`config.mk`:
```
export PLATFORM = sky130hd
export DESIGN_NAME = rename_regfile
export DESIGN_NICKNAME = d
export VERILOG_FILES = /design/src/rtl/rtrf_pkg.sv /design/src/rtl/rtrf_entry.sv /design/src/rtl/rtrf_src_port.sv /design/src/rtl/rename_regfile.sv
export SDC_FILE = /design/constraint.sdc
export NUM_CORES = 2
export LEC_CHECK = 0
export BUFFER_PORTS_ARGS = -buffer_cell sky130_fd_sc_hd__buf_2
export CORE_MARGIN = 4
export CORE_UTILIZATION = 66
export CTS_BUF_LIST = sky130_fd_sc_hd__clkbuf_8
export CTS_CLUSTER_DIAMETER = 50
export DETAILED_ROUTE_END_ITERATION = 16
export PLACE_DENSITY = 0.83
export SLEW_MARGIN = 20
export SYNTH_ARGS = -nofsm -noshare
export SYNTH_HDL_FRONTEND = slang
export SYNTH_SLANG_ARGS = --single-unit
export TNS_END_PERCENT = 50
```
`constraint.sdc`:
```
create_clock -name clk -period 2.3 [get_ports clk]
set_clock_uncertainty 0.1 [all_clocks]
set_input_delay 0.23 -clock clk [delete_from_list [all_inputs] [get_ports clk]]
set_output_delay 0.23 -clock clk [all_outputs]
set_load 0.03 [all_outputs]
```
`src/rtl/rtrf_pkg.sv`:
```
package rtrf_pkg;

   // Dependency action applied to one register at a clock edge
   typedef enum logic [1:0] {
      DEP_HOLD    = 2'd0,
      DEP_RESOLVE = 2'd1,
      DEP_RENAME  = 2'd2
   } dep_op_e;

   // A rename from issue overrides a resolve from retire
   function automatic dep_op_e pick_dep_op(input logic rename, input logic resolve);
      if (rename)
         return DEP_RENAME;
      else if (resolve)
         return DEP_RESOLVE;
      else
         return DEP_HOLD;
   endfunction

endpackage

```
`src/rtl/rtrf_entry.sv`:
```
module rtrf_entry
   import rtrf_pkg::*;
#(
   parameter int DATA_W     = 32,
   parameter int TAG_W      = 5,
   parameter bit FIXED_ZERO = 1'b0
) (
   input  logic              clk,
   input  logic              rst_n,
   input  logic              wr_en,
   input  logic [DATA_W-1:0] wr_data,
   input  dep_op_e           dep_op,
   input  logic [TAG_W-1:0]  new_tag,
   output logic [DATA_W-1:0] value,
   output logic [TAG_W-1:0]  tag,
   output logic              ready
);

   generate
      if (FIXED_ZERO) begin : g_const
         logic unused_inputs;
         assign unused_inputs = ^{clk, rst_n, wr_en, wr_data, dep_op, new_tag};
         assign value = '0;
         assign tag   = '0;
         assign ready = 1'b1;
      end else begin : g_store
         logic [DATA_W-1:0] value_q;
         logic [TAG_W-1:0]  tag_q;
         logic              ready_q;

         always_ff @(posedge clk or negedge rst_n) begin
            if (!rst_n) begin
               value_q <= '0;
            end else if (wr_en) begin
               value_q <= wr_data;
            end
         end

         always_ff @(posedge clk or negedge rst_n) begin
            if (!rst_n) begin
               tag_q   <= '0;
               ready_q <= 1'b1;
            end else begin
               unique case (dep_op)
                  DEP_RENAME: begin
                     tag_q   <= new_tag;
                     ready_q <= 1'b0;
                  end
                  DEP_RESOLVE: ready_q <= 1'b1;
                  default: ;
               endcase
            end
         end

         assign value = value_q;
         assign tag   = tag_q;
         assign ready = ready_q;
      end
   endgenerate

endmodule

```
`src/rtl/rtrf_src_port.sv`:
```
module rtrf_src_port #(
   parameter int NUM_REGS = 32,
   parameter int DATA_W   = 32,
   parameter int TAG_W    = 5,
   localparam int IDX_W   = $clog2(NUM_REGS)
) (
   input  logic                             clk,
   input  logic                             rst_n,
   input  logic                             rd_en,
   input  logic [IDX_W-1:0]                 rd_idx,
   input  logic [NUM_REGS-1:0][DATA_W-1:0]  bank_value,
   input  logic [NUM_REGS-1:0][TAG_W-1:0]   bank_tag,
   input  logic [NUM_REGS-1:0]              bank_ready,
   input  logic                             byp_hit,
   input  logic [DATA_W-1:0]                byp_value,
   output logic [DATA_W-1:0]                out_value,
   output logic [TAG_W-1:0]                 out_tag,
   output logic                             out_ready
);

   logic [DATA_W-1:0] sel_value;
   logic [TAG_W-1:0]  sel_tag;
   logic              sel_ready;

   always_comb begin
      if (byp_hit) begin
         sel_value = byp_value;
         sel_tag   = '0;
         sel_ready = 1'b1;
      end else begin
         sel_value = bank_value[rd_idx];
         sel_tag   = bank_tag[rd_idx];
         sel_ready = bank_ready[rd_idx];
      end
   end

   always_ff @(posedge clk or negedge rst_n) begin
      if (!rst_n) begin
         out_value <= '0;
         out_tag   <= '0;
         out_ready <= 1'b1;
      end else if (rd_en) begin
         out_value <= sel_value;
         out_tag   <= sel_tag;
         out_ready <= sel_ready;
      end
   end

endmodule

```
`src/rtl/rename_regfile.sv`:
```
module rename_regfile
   import rtrf_pkg::*;
#(
   parameter int NUM_REGS       = 32,
   parameter int DATA_W         = 32,
   parameter int TAG_W          = 5,
   parameter bit ZERO_REG_FIXED = 1'b1,
   localparam int IDX_W         = $clog2(NUM_REGS),
   localparam int NUM_SRC       = 2
) (
   input  logic              clk,
   input  logic              rst_n,
   input  logic              iss_valid,
   input  logic [TAG_W-1:0]  iss_tag,
   input  logic              iss_src1_en,
   input  logic [IDX_W-1:0]  iss_src1_idx,
   input  logic              iss_src2_en,
   input  logic [IDX_W-1:0]  iss_src2_idx,
   input  logic              iss_dst_en,
   input  logic [IDX_W-1:0]  iss_dst_idx,
   input  logic              cmt_valid,
   input  logic              cmt_has_dst,
   input  logic [IDX_W-1:0]  cmt_dst_idx,
   input  logic [TAG_W-1:0]  cmt_tag,
   input  logic [DATA_W-1:0] cmt_value,
   output logic [DATA_W-1:0] src1_value,
   output logic [TAG_W-1:0]  src1_tag,
   output logic              src1_ready,
   output logic [DATA_W-1:0] src2_value,
   output logic [TAG_W-1:0]  src2_tag,
   output logic              src2_ready
);

   // elaboration-time parameter checks
   if (NUM_REGS < 2) begin : g_bad_regs
      $error("rename_regfile: NUM_REGS must be at least 2");
   end
   if ((1 << IDX_W) != NUM_REGS) begin : g_bad_pow2
      $error("rename_regfile: NUM_REGS must be a power of two");
   end
   if (TAG_W < 1 || DATA_W < 1) begin : g_bad_width
      $error("rename_regfile: TAG_W and DATA_W must be positive");
   end

   logic [NUM_REGS-1:0][DATA_W-1:0] val_vec;
   logic [NUM_REGS-1:0][TAG_W-1:0]  tag_vec;
   logic [NUM_REGS-1:0]             rdy_vec;

   // retire writes a real register (x0 is excluded when it is constant)
   logic cmt_writes;
   assign cmt_writes = cmt_valid && cmt_has_dst &&
                       !(ZERO_REG_FIXED && (cmt_dst_idx == '0));

   genvar g;
   generate
      for (g = 0; g < NUM_REGS; g++) begin : g_reg
         logic    hit_cmt;
         logic    hit_iss;
         dep_op_e op;

         assign hit_cmt = cmt_valid && cmt_has_dst && (cmt_dst_idx == IDX_W'(g));
         assign hit_iss = iss_valid && iss_dst_en && (iss_dst_idx == IDX_W'(g));
         assign op      = pick_dep_op(hit_iss, hit_cmt && (tag_vec[g] == cmt_tag));

         rtrf_entry #(
            .DATA_W     (DATA_W),
            .TAG_W      (TAG_W),
            .FIXED_ZERO (ZERO_REG_FIXED && (g == 0))
         ) u_entry (
            .clk     (clk),
            .rst_n   (rst_n),
            .wr_en   (hit_cmt),
            .wr_data (cmt_value),
            .dep_op  (op),
            .new_tag (iss_tag),
            .value   (val_vec[g]),
            .tag     (tag_vec[g]),
            .ready   (rdy_vec[g])
         );
      end
   endgenerate

   logic [NUM_SRC-1:0]             rd_en;
   logic [NUM_SRC-1:0][IDX_W-1:0]  rd_idx;
   logic [NUM_SRC-1:0][DATA_W-1:0] rd_value;
   logic [NUM_SRC-1:0][TAG_W-1:0]  rd_tag;
   logic [NUM_SRC-1:0]             rd_ready;

   assign rd_en  = {iss_valid && iss_src2_en, iss_valid && iss_src1_en};
   assign rd_idx = {iss_src2_idx, iss_src1_idx};

   generate
      for (g = 0; g < NUM_SRC; g++) begin : g_src
         rtrf_src_port #(
            .NUM_REGS (NUM_REGS),
            .DATA_W   (DATA_W),
            .TAG_W    (TAG_W)
         ) u_port (
            .clk        (clk),
            .rst_n      (rst_n),
            .rd_en      (rd_en[g]),
            .rd_idx     (rd_idx[g]),
            .bank_value (val_vec),
            .bank_tag   (tag_vec),
            .bank_ready (rdy_vec),
            .byp_hit    (cmt_writes && (cmt_dst_idx == rd_idx[g])),
            .byp_value  (cmt_value),
            .out_value  (rd_value[g]),
            .out_tag    (rd_tag[g]),
            .out_ready  (rd_ready[g])
         );
      end
   endgenerate

   assign src1_value = rd_value[0];
   assign src1_tag   = rd_tag[0];
   assign src1_ready = rd_ready[0];
   assign src2_value = rd_value[1];
   assign src2_tag   = rd_tag[1];
   assign src2_ready = rd_ready[1];

endmodule

```
; Word-level counts from Yosys, hierarchy flattened
; Cells that the tools add are included.
[word_totals]
ff_bits = 1254
inputBits = 70
elab_cells = 502
[classes]
magnitude_cmp = 2
n_eq_ne = 157
n_mux = 111
reduce_logical = 133
[op_table]
columns = op, count
row1 = binary-select mux 32 bit (select 5 bit), 2
row2 = == test 5 bit, 33
row3 = == test 5 bit (second input constant), 32
row4 = 2-to-1 mux 32 bit, 4
row5 = logical AND 1 bit, 100
row6 = == test 5 x 4 -> 1 bit (second input constant), 16
row7 = == test 2 x 1 -> 1 bit (second input constant), 31
row8 = == test 2 bit (second input constant), 31
row9 = 2-to-1 mux 2 bit, 31
row10 = one-hot mux 1 bit (2 select lines), 31
row11 = nonzero test 2 bit, 31
row12 = binary-select mux 5 bit (select 5 bit), 2
row13 = == test 5 x 3 -> 1 bit (second input constant), 8
row14 = 2-to-1 mux 1 bit, 35
row15 = == test 5 x 2 -> 1 bit (second input constant), 4
row16 = 2-to-1 mux 5 bit, 4
row17 = < comparator 5 x 6 -> 1 bit (second input constant), 2
row18 = binary-select mux 1 bit (select 5 bit), 2
row19 = == test 5 x 1 -> 1 bit (second input constant), 2
row20 = zero test 5 bit, 1
row21 = zero test 1 bit, 1

; Longest topological paths before layout
[logic_depth]
ltp_word = 7
depth_mapped = 11

; Cells and area by module
; Synthesis repeated with hierarchy kept, for this count alone.
[hier_totals]
hier_cells = 5255
area_unflattened_um2 = 76408.3
[by_module_without_submodules]
columns = module, n_inst, cells_per_inst, area_per_inst_um2
row1 = rtrf_entry at g_reg[10].u_entry ..., 31, 84, 1596.5
row2 = rtrf_src_port, 2, 1101, 11851.4
row3 = rename_regfile, 1, 409, 2920.3
row4 = rtrf_entry at g_reg[0].u_entry, 1, 40, 292.8

; Worst setup path after synthesis
; OpenSTA, ideal clock, no wires.
[synth_timing]
kind = in2reg
from = input iss_src2_idx[0]
to = register g_src[1].u_port.out_value[29]
setup_ns = 0.148
t_arrival_ns = 1.905
path_slack_ns = 0.147
cell_stages = 7
path_buffers = 4
path_cell_list = buf_4 -> buf_6 -> buf_4 -> buf_2 -> mux4_2 -> a221oi_1 -> o221ai_1
[synth_via]
elab_chain_len = 3
elab_cells_between_ends = 5
classes_between = 1 x eq/ne / 3 x mux / 1 x reduce/logical
[synth_rtl]
columns = item, line_no
row1 = start: declaration, rename_regfile.sv:18  ; input logic [IDX_W-1:0] iss_src2_idx,
row2 = binary-select mux 32 bit (select 5 bit) / == test 5 bit (equally long branches), "rtrf_src_port.sv:31, rename_regfile.sv:106"
row3 = 2-to-1 mux 32 bit (not written as such) / logical AND 1 bit (equally long branches), "rtrf_src_port.sv:31, rename_regfile.sv:106"
row4 = 2-to-1 mux 32 bit (*), rtrf_src_port.sv:26  ; if (byp_hit) begin
row5 = end signal: assignment, rtrf_src_port.sv:43  ; out_value <= sel_value;
row6 = end: declaration, rtrf_src_port.sv:16  ; output logic [DATA_W-1:0] out_value,
; Every way passes the cells marked *; elsewhere a longest branch is shown, timed or not. The select of a mux whose other input is x is not followed.
; A chain may end at the register's enable or synchronous reset.

; Worst setup path after layout
[layout_timing]
from = input iss_valid
to = register g_reg[12].u_entry.g_store.tag_q[1]
[layout_via]
elab_chain_len = 4
[layout_rtl]
columns = item, line_no
row1 = start: declaration, rename_regfile.sv:13  ; input logic iss_valid,
row2 = logical AND 1 bit (2 in series), rename_regfile.sv:62  ; assign hit_iss = iss_valid && iss_dst_en && (iss_dst_idx == IDX_W'(g));
row3 = 2-to-1 mux 2 bit, rtrf_pkg.sv:12  ; if (rename)
row4 = == test 2 bit, rtrf_entry.sv:44  ; unique case (dep_op)
row5 = end signal: assignment, rtrf_entry.sv:46  ; tag_q <= new_tag;
row6 = end: declaration, rtrf_entry.sv:28  ; logic [TAG_W-1:0] tag_q;
; No other way between the ends.

==> results.md <==
Drt:
- After detailed routing, the number of remaining DRC violations is 0.
- For this run, the detailed router's first-pass iteration total came to 8.
- Dividing the detail-routed wire length by the instance count gives 35.0 µm.
- The total via count in the routed design is 51300.
- The post-detailed-route count of antenna-violating nets is 0.
- The wire length reported by the detailed router is 239000 µm.
- In this run, the number of DRC markers left after iteration 0 of detailed routing was 6844.
- The via density per instance is 7.51.

Place:
- Input and output buffers added on the ports amount to 145.
- The detailed placement HPWL is 150000 µm.
- Routability-driven placement finished with a final weighted congestion of 0.988.
- Counting tap cells, the placed design contains a total of 6376 instances.
- Once placement finished, the instance area stood at 74000 µm².
- Before CTS, the worst setup slack after placement is -320 ps.

Synth:
- The cell count after synthesis is 4907.
- Synthesis produced a netlist with a net count of 4977.
- The post-synthesis cell type count is 65.
- Among all flip-flop cells after synthesis, the most frequent one is sky130_fd_sc_hd__dfrtp_1.
- Sorting the synthesized cells by area gives the leading types as sky130_fd_sc_hd__dfrtp_1, sky130_fd_sc_hd__mux2_2, sky130_fd_sc_hd__mux4_2.
- Yosys printed 0 warnings.
- The synthesized design contains 0 enable-type register cells.
- Sequential elements use 45.8% of the synthesized area.
- The portion of synthesized cell area occupied by the leading cell type is 44.6%.
- The fraction of registers with async set or reset after synthesis is 100%.
- The post-synthesis instance area is 68500 µm².
- The number of storage elements in the synthesis netlist is 1254.
- The average cell area after synthesis is 14.0 µm².
- The biggest area consumer among synthesized cells is sky130_fd_sc_hd__dfrtp_1.

STA:
- The total count of hold-check failures in the final report was 0.
- The setup TNS is 0 ps.
- The maximum clock rate is 445 MHz.
- The routed design could run at a clock period as short as 2250 ps.
- Setup repair after global routing left no endpoint under its margin.
- The final critical-path share of the clock period is 97.6%.
- Final hold analysis gives a worst-case slack of 127 ps.
- At the pin with the least slew margin, the transition time is 969 ps.
- The total count of max-transition violations in the final report is 0.
- The smallest setup slack after layout is 55.0 ps.
- The total setup violations reported at the end of the flow is 0.
- In this run the tightest slew margin relative to its limit is 33.7%.

Flow run:
- The max-cap violation count is 0.

CTS:
- Clock-pin slew was measured on the worst setup and hold paths at 60 ps.
- The tree is rooted in a sky130_fd_sc_hd__clkbuf_8.
- The later pin in the worst-skew pair is clocked with a latency of 910 ps.
- The number of clock buffers added by TritonCTS is 204.
- The TritonCTS sink count is 1254.
- The H-tree was split into 4 levels.
- No sink is reached through more buffers than the 3 on the longest clock path.
- TritonCTS built the clock tree.
- The number of setup buffers added after CTS is 0.

Critical path:
- Data on the critical path is required at its endpoint by 2980 ps.
- The worst reg2reg path depth is 4.
- In this run the worst path has a maximum fanout of 7.
- The worst setup path is launched from an input pin.
- STA classifies the critical path endpoint as a register.
- The worst endpoint data arrival time is 2920 ps.
- The critical path class is in2reg.

Power:
- Across the VDD grid, the largest voltage drop is 0.597 mV.
- The final total power is 60.1 mW.
- The leakage power total is 35.9 nW.
- The areal power density over the cells is 759 nW/µm².

Worst hold path:
- The cell depth of the worst min-delay path is 5.
- The type of the tightest min-delay check is in2reg.

Outcome:
- The run finished with clean final reports.

Layout:
- The layout overhead on the synthesized area is 15.5%.
- The share of layout cells above drive strength 1 is 49.2%.
- The net count reported at finish is 5358.
- Once layout is complete, the utilization of the core stands at 77.2%.
- The number of inserted filler cells in the final layout is 5842.
- The final instance count without filler cells is 6833.
- The area of all placed cells without fillers is 79100 µm².

Floorplanning:
- The die is 330 µm wide.
- The vertical extent of the die is 330 µm.
- The area of the die is 109000 µm².
- The placeable core region is 102000 µm².
- The floorplan row count is 117.
- Pin placement for this block handled 146 I/O pins.
- The initial standard-cell utilization of the core is 66.9%.

GRT:
- The first global-routing pass estimated 353000 µm of wire.
- The number of antenna violations at the first check in global routing came to 16.
- Entering global routing, the biggest net connects 114 pins.
- The via count of the first global-routing pass is 53400.
- The total global routing overflow is 0.
- The overall fraction of global-route tracks in use is 44.3%.
==> cells in the mapped netlist, types with 9 or more instances <==
| cell | number |
|---|---|
| sky130_fd_sc_hd__xor2_1 | 94 |
| sky130_fd_sc_hd__and2_1 | 21 |
| sky130_fd_sc_hd__nand2b_1 | 9 |
| sky130_fd_sc_hd__a21oi_1 | 80 |
| sky130_fd_sc_hd__nand2_1 | 52 |
| sky130_fd_sc_hd__mux4_2 | 400 |
| sky130_fd_sc_hd__a221oi_1 | 52 |
| sky130_fd_sc_hd__a211oi_1 | 36 |
| sky130_fd_sc_hd__a41oi_1 | 26 |
| sky130_fd_sc_hd__mux2_2 | 1263 |
| sky130_fd_sc_hd__dfstp_2 | 33 |
| sky130_fd_sc_hd__nor4_1 | 24 |
| sky130_fd_sc_hd__clkbuf_1 | 246 |
| sky130_fd_sc_hd__a21o_1 | 9 |
| sky130_fd_sc_hd__a22oi_1 | 69 |
| sky130_fd_sc_hd__nor2b_1 | 41 |
| sky130_fd_sc_hd__buf_4 | 37 |
| sky130_fd_sc_hd__mux2i_1 | 331 |
| sky130_fd_sc_hd__xnor2_1 | 71 |
| sky130_fd_sc_hd__a22o_1 | 40 |
| sky130_fd_sc_hd__o221ai_1 | 113 |
| sky130_fd_sc_hd__o311ai_0 | 9 |
| sky130_fd_sc_hd__nand3_1 | 26 |
| sky130_fd_sc_hd__a31oi_1 | 9 |
| sky130_fd_sc_hd__o41ai_1 | 16 |
| sky130_fd_sc_hd__o22ai_1 | 60 |
| sky130_fd_sc_hd__nor2_1 | 121 |
| sky130_fd_sc_hd__o21ai_1 | 12 |
| sky130_fd_sc_hd__o21ai_0 | 20 |
| sky130_fd_sc_hd__nand3b_1 | 21 |
| sky130_fd_sc_hd__a221o_1 | 19 |
| sky130_fd_sc_hd__dfrtp_1 | 1221 |
| sky130_fd_sc_hd__buf_1 | 18 |
| sky130_fd_sc_hd__or2_2 | 9 |
| sky130_fd_sc_hd__nor3_1 | 50 |
| sky130_fd_sc_hd__buf_6 | 37 |
| sky130_fd_sc_hd__buf_2 | 159 |
==> state kept, by name, indices dropped and copies added (netlist names) <==
register	flops
g.u_entry.value	992
g_src.u_port.out_tag	10
g.u_entry.ready	31
g_src.u_port.out_value	64
g_src.u_port.out_ready	2
g.u_entry.tag	155
==> cell type report <==
type	count	area, µm²	share of cell area [%]
multi-input cells	3143	34800	44.0
flip-flops and latches	1254	31400	39.7
repair buffers	681	6830	8.63
clock buffers	266	3660	4.63
well taps	1368	1710	2.16
clock inverters	107	669	0.846
diodes	10	25.0	0.0316
inverters	4	15.0	0.0190
==> worst max-delay path, stage by stage <==
cell	delay [ps]
sky130_fd_sc_hd__dlygate4sd3_1	520
sky130_fd_sc_hd__buf_2	220
sky130_fd_sc_hd__nand2_1	110
sky130_fd_sc_hd__nor2_1	110
sky130_fd_sc_hd__dlygate4sd3_1	580
sky130_fd_sc_hd__buf_4	190
sky130_fd_sc_hd__nand3_1	230
sky130_fd_sc_hd__nor2_1	180
sky130_fd_sc_hd__buf_4	200
sky130_fd_sc_hd__mux2_2	340
==> repair_timing <==
action,CTS,global route
endpoints found under the hold margin,2500,0
endpoints found under the setup margin,0,5
resized for setup,0,1
hold buffers,74,0
==> layer usage <==
| layer | up-vias | global-route usage [%] | share of wire [%] |
|---|---|---|---|
| li1 | 19700 | - | - |
| met1 | 26000 | 56.0 | 33 |
| met2 | 4241 | 62.8 | 43 |
| met3 | 1413 | 17.3 | 15 |
| met4 | 16 | 31.3 | 8.8 |
| met5 | - | 1.91 | 0.13 |
==> path summary, 6_finish.rpt <==
path / slack [ps] / startpoint / endpoint
min in group asynchronous: 470 / rst_n / g_reg[29].u_entry.value[28]
max in group asynchronous: 770 / rst_n / g_reg[12].u_entry.value[29]
setup reg to reg: 50 / g_reg[21].u_entry.tag[4] / g_src[0].u_port.out_tag[4]
hold / removal: 130 / cmt_dst_idx[2] / g_src[0].u_port.out_tag[2]
hold reg to reg: 430 / g_reg[22].u_entry.value[20] / g_reg[22].u_entry.value[20]
setup / recovery: 50 / iss_valid / g_reg[12].u_entry.tag[1]
==> cell usage in the layout, fill, tap and decap left out, types with 94 or more instances in the layout <==
cell | netlist | layout
sky130_fd_sc_hd__buf_2 | 159 | 136
sky130_fd_sc_hd__buf_12 | 6 | 147
sky130_fd_sc_hd__buf_4 | 37 | 319
sky130_fd_sc_hd__xor2_1 | 94 | 94
sky130_fd_sc_hd__o221ai_1 | 113 | 113
sky130_fd_sc_hd__mux2_2 | 1263 | 1263
sky130_fd_sc_hd__mux4_2 | 400 | 400
sky130_fd_sc_hd__mux2i_1 | 331 | 331
sky130_fd_sc_hd__clkbuf_8 | 0 | 268
sky130_fd_sc_hd__dfrtp_1 | 1221 | 1221
==> cell families (layout without fill, tap and decap cells) <==
| logic type | Yosys count | in the layout | synth area share, % |
|---|---|---|---|
| AO/OA/AOI/OAI | 596 | 596 | 6.61 |
| XOR/XNOR | 165 | 165 | 2.11 |
| buffers and inverters | 510 | 1058 | 3.88 |
| flip-flops | 1254 | 1254 | 45.8 |
| multiplexers | 1994 | 1994 | 38.7 |
| other | 0 | 10 | 0 |
| AND/OR/NAND/NOR | 388 | 388 | 2.83 |
==> where the power goes <==
group	internal (mW)	leakage, nW	switching (mW)	total (mW)
clock	11.0	2.46	9.48	20.5
sequential	25.0	16.5	2.68	27.7
combinational	6.22	16.9	5.66	11.9
(Power assumes the default switching activity.)
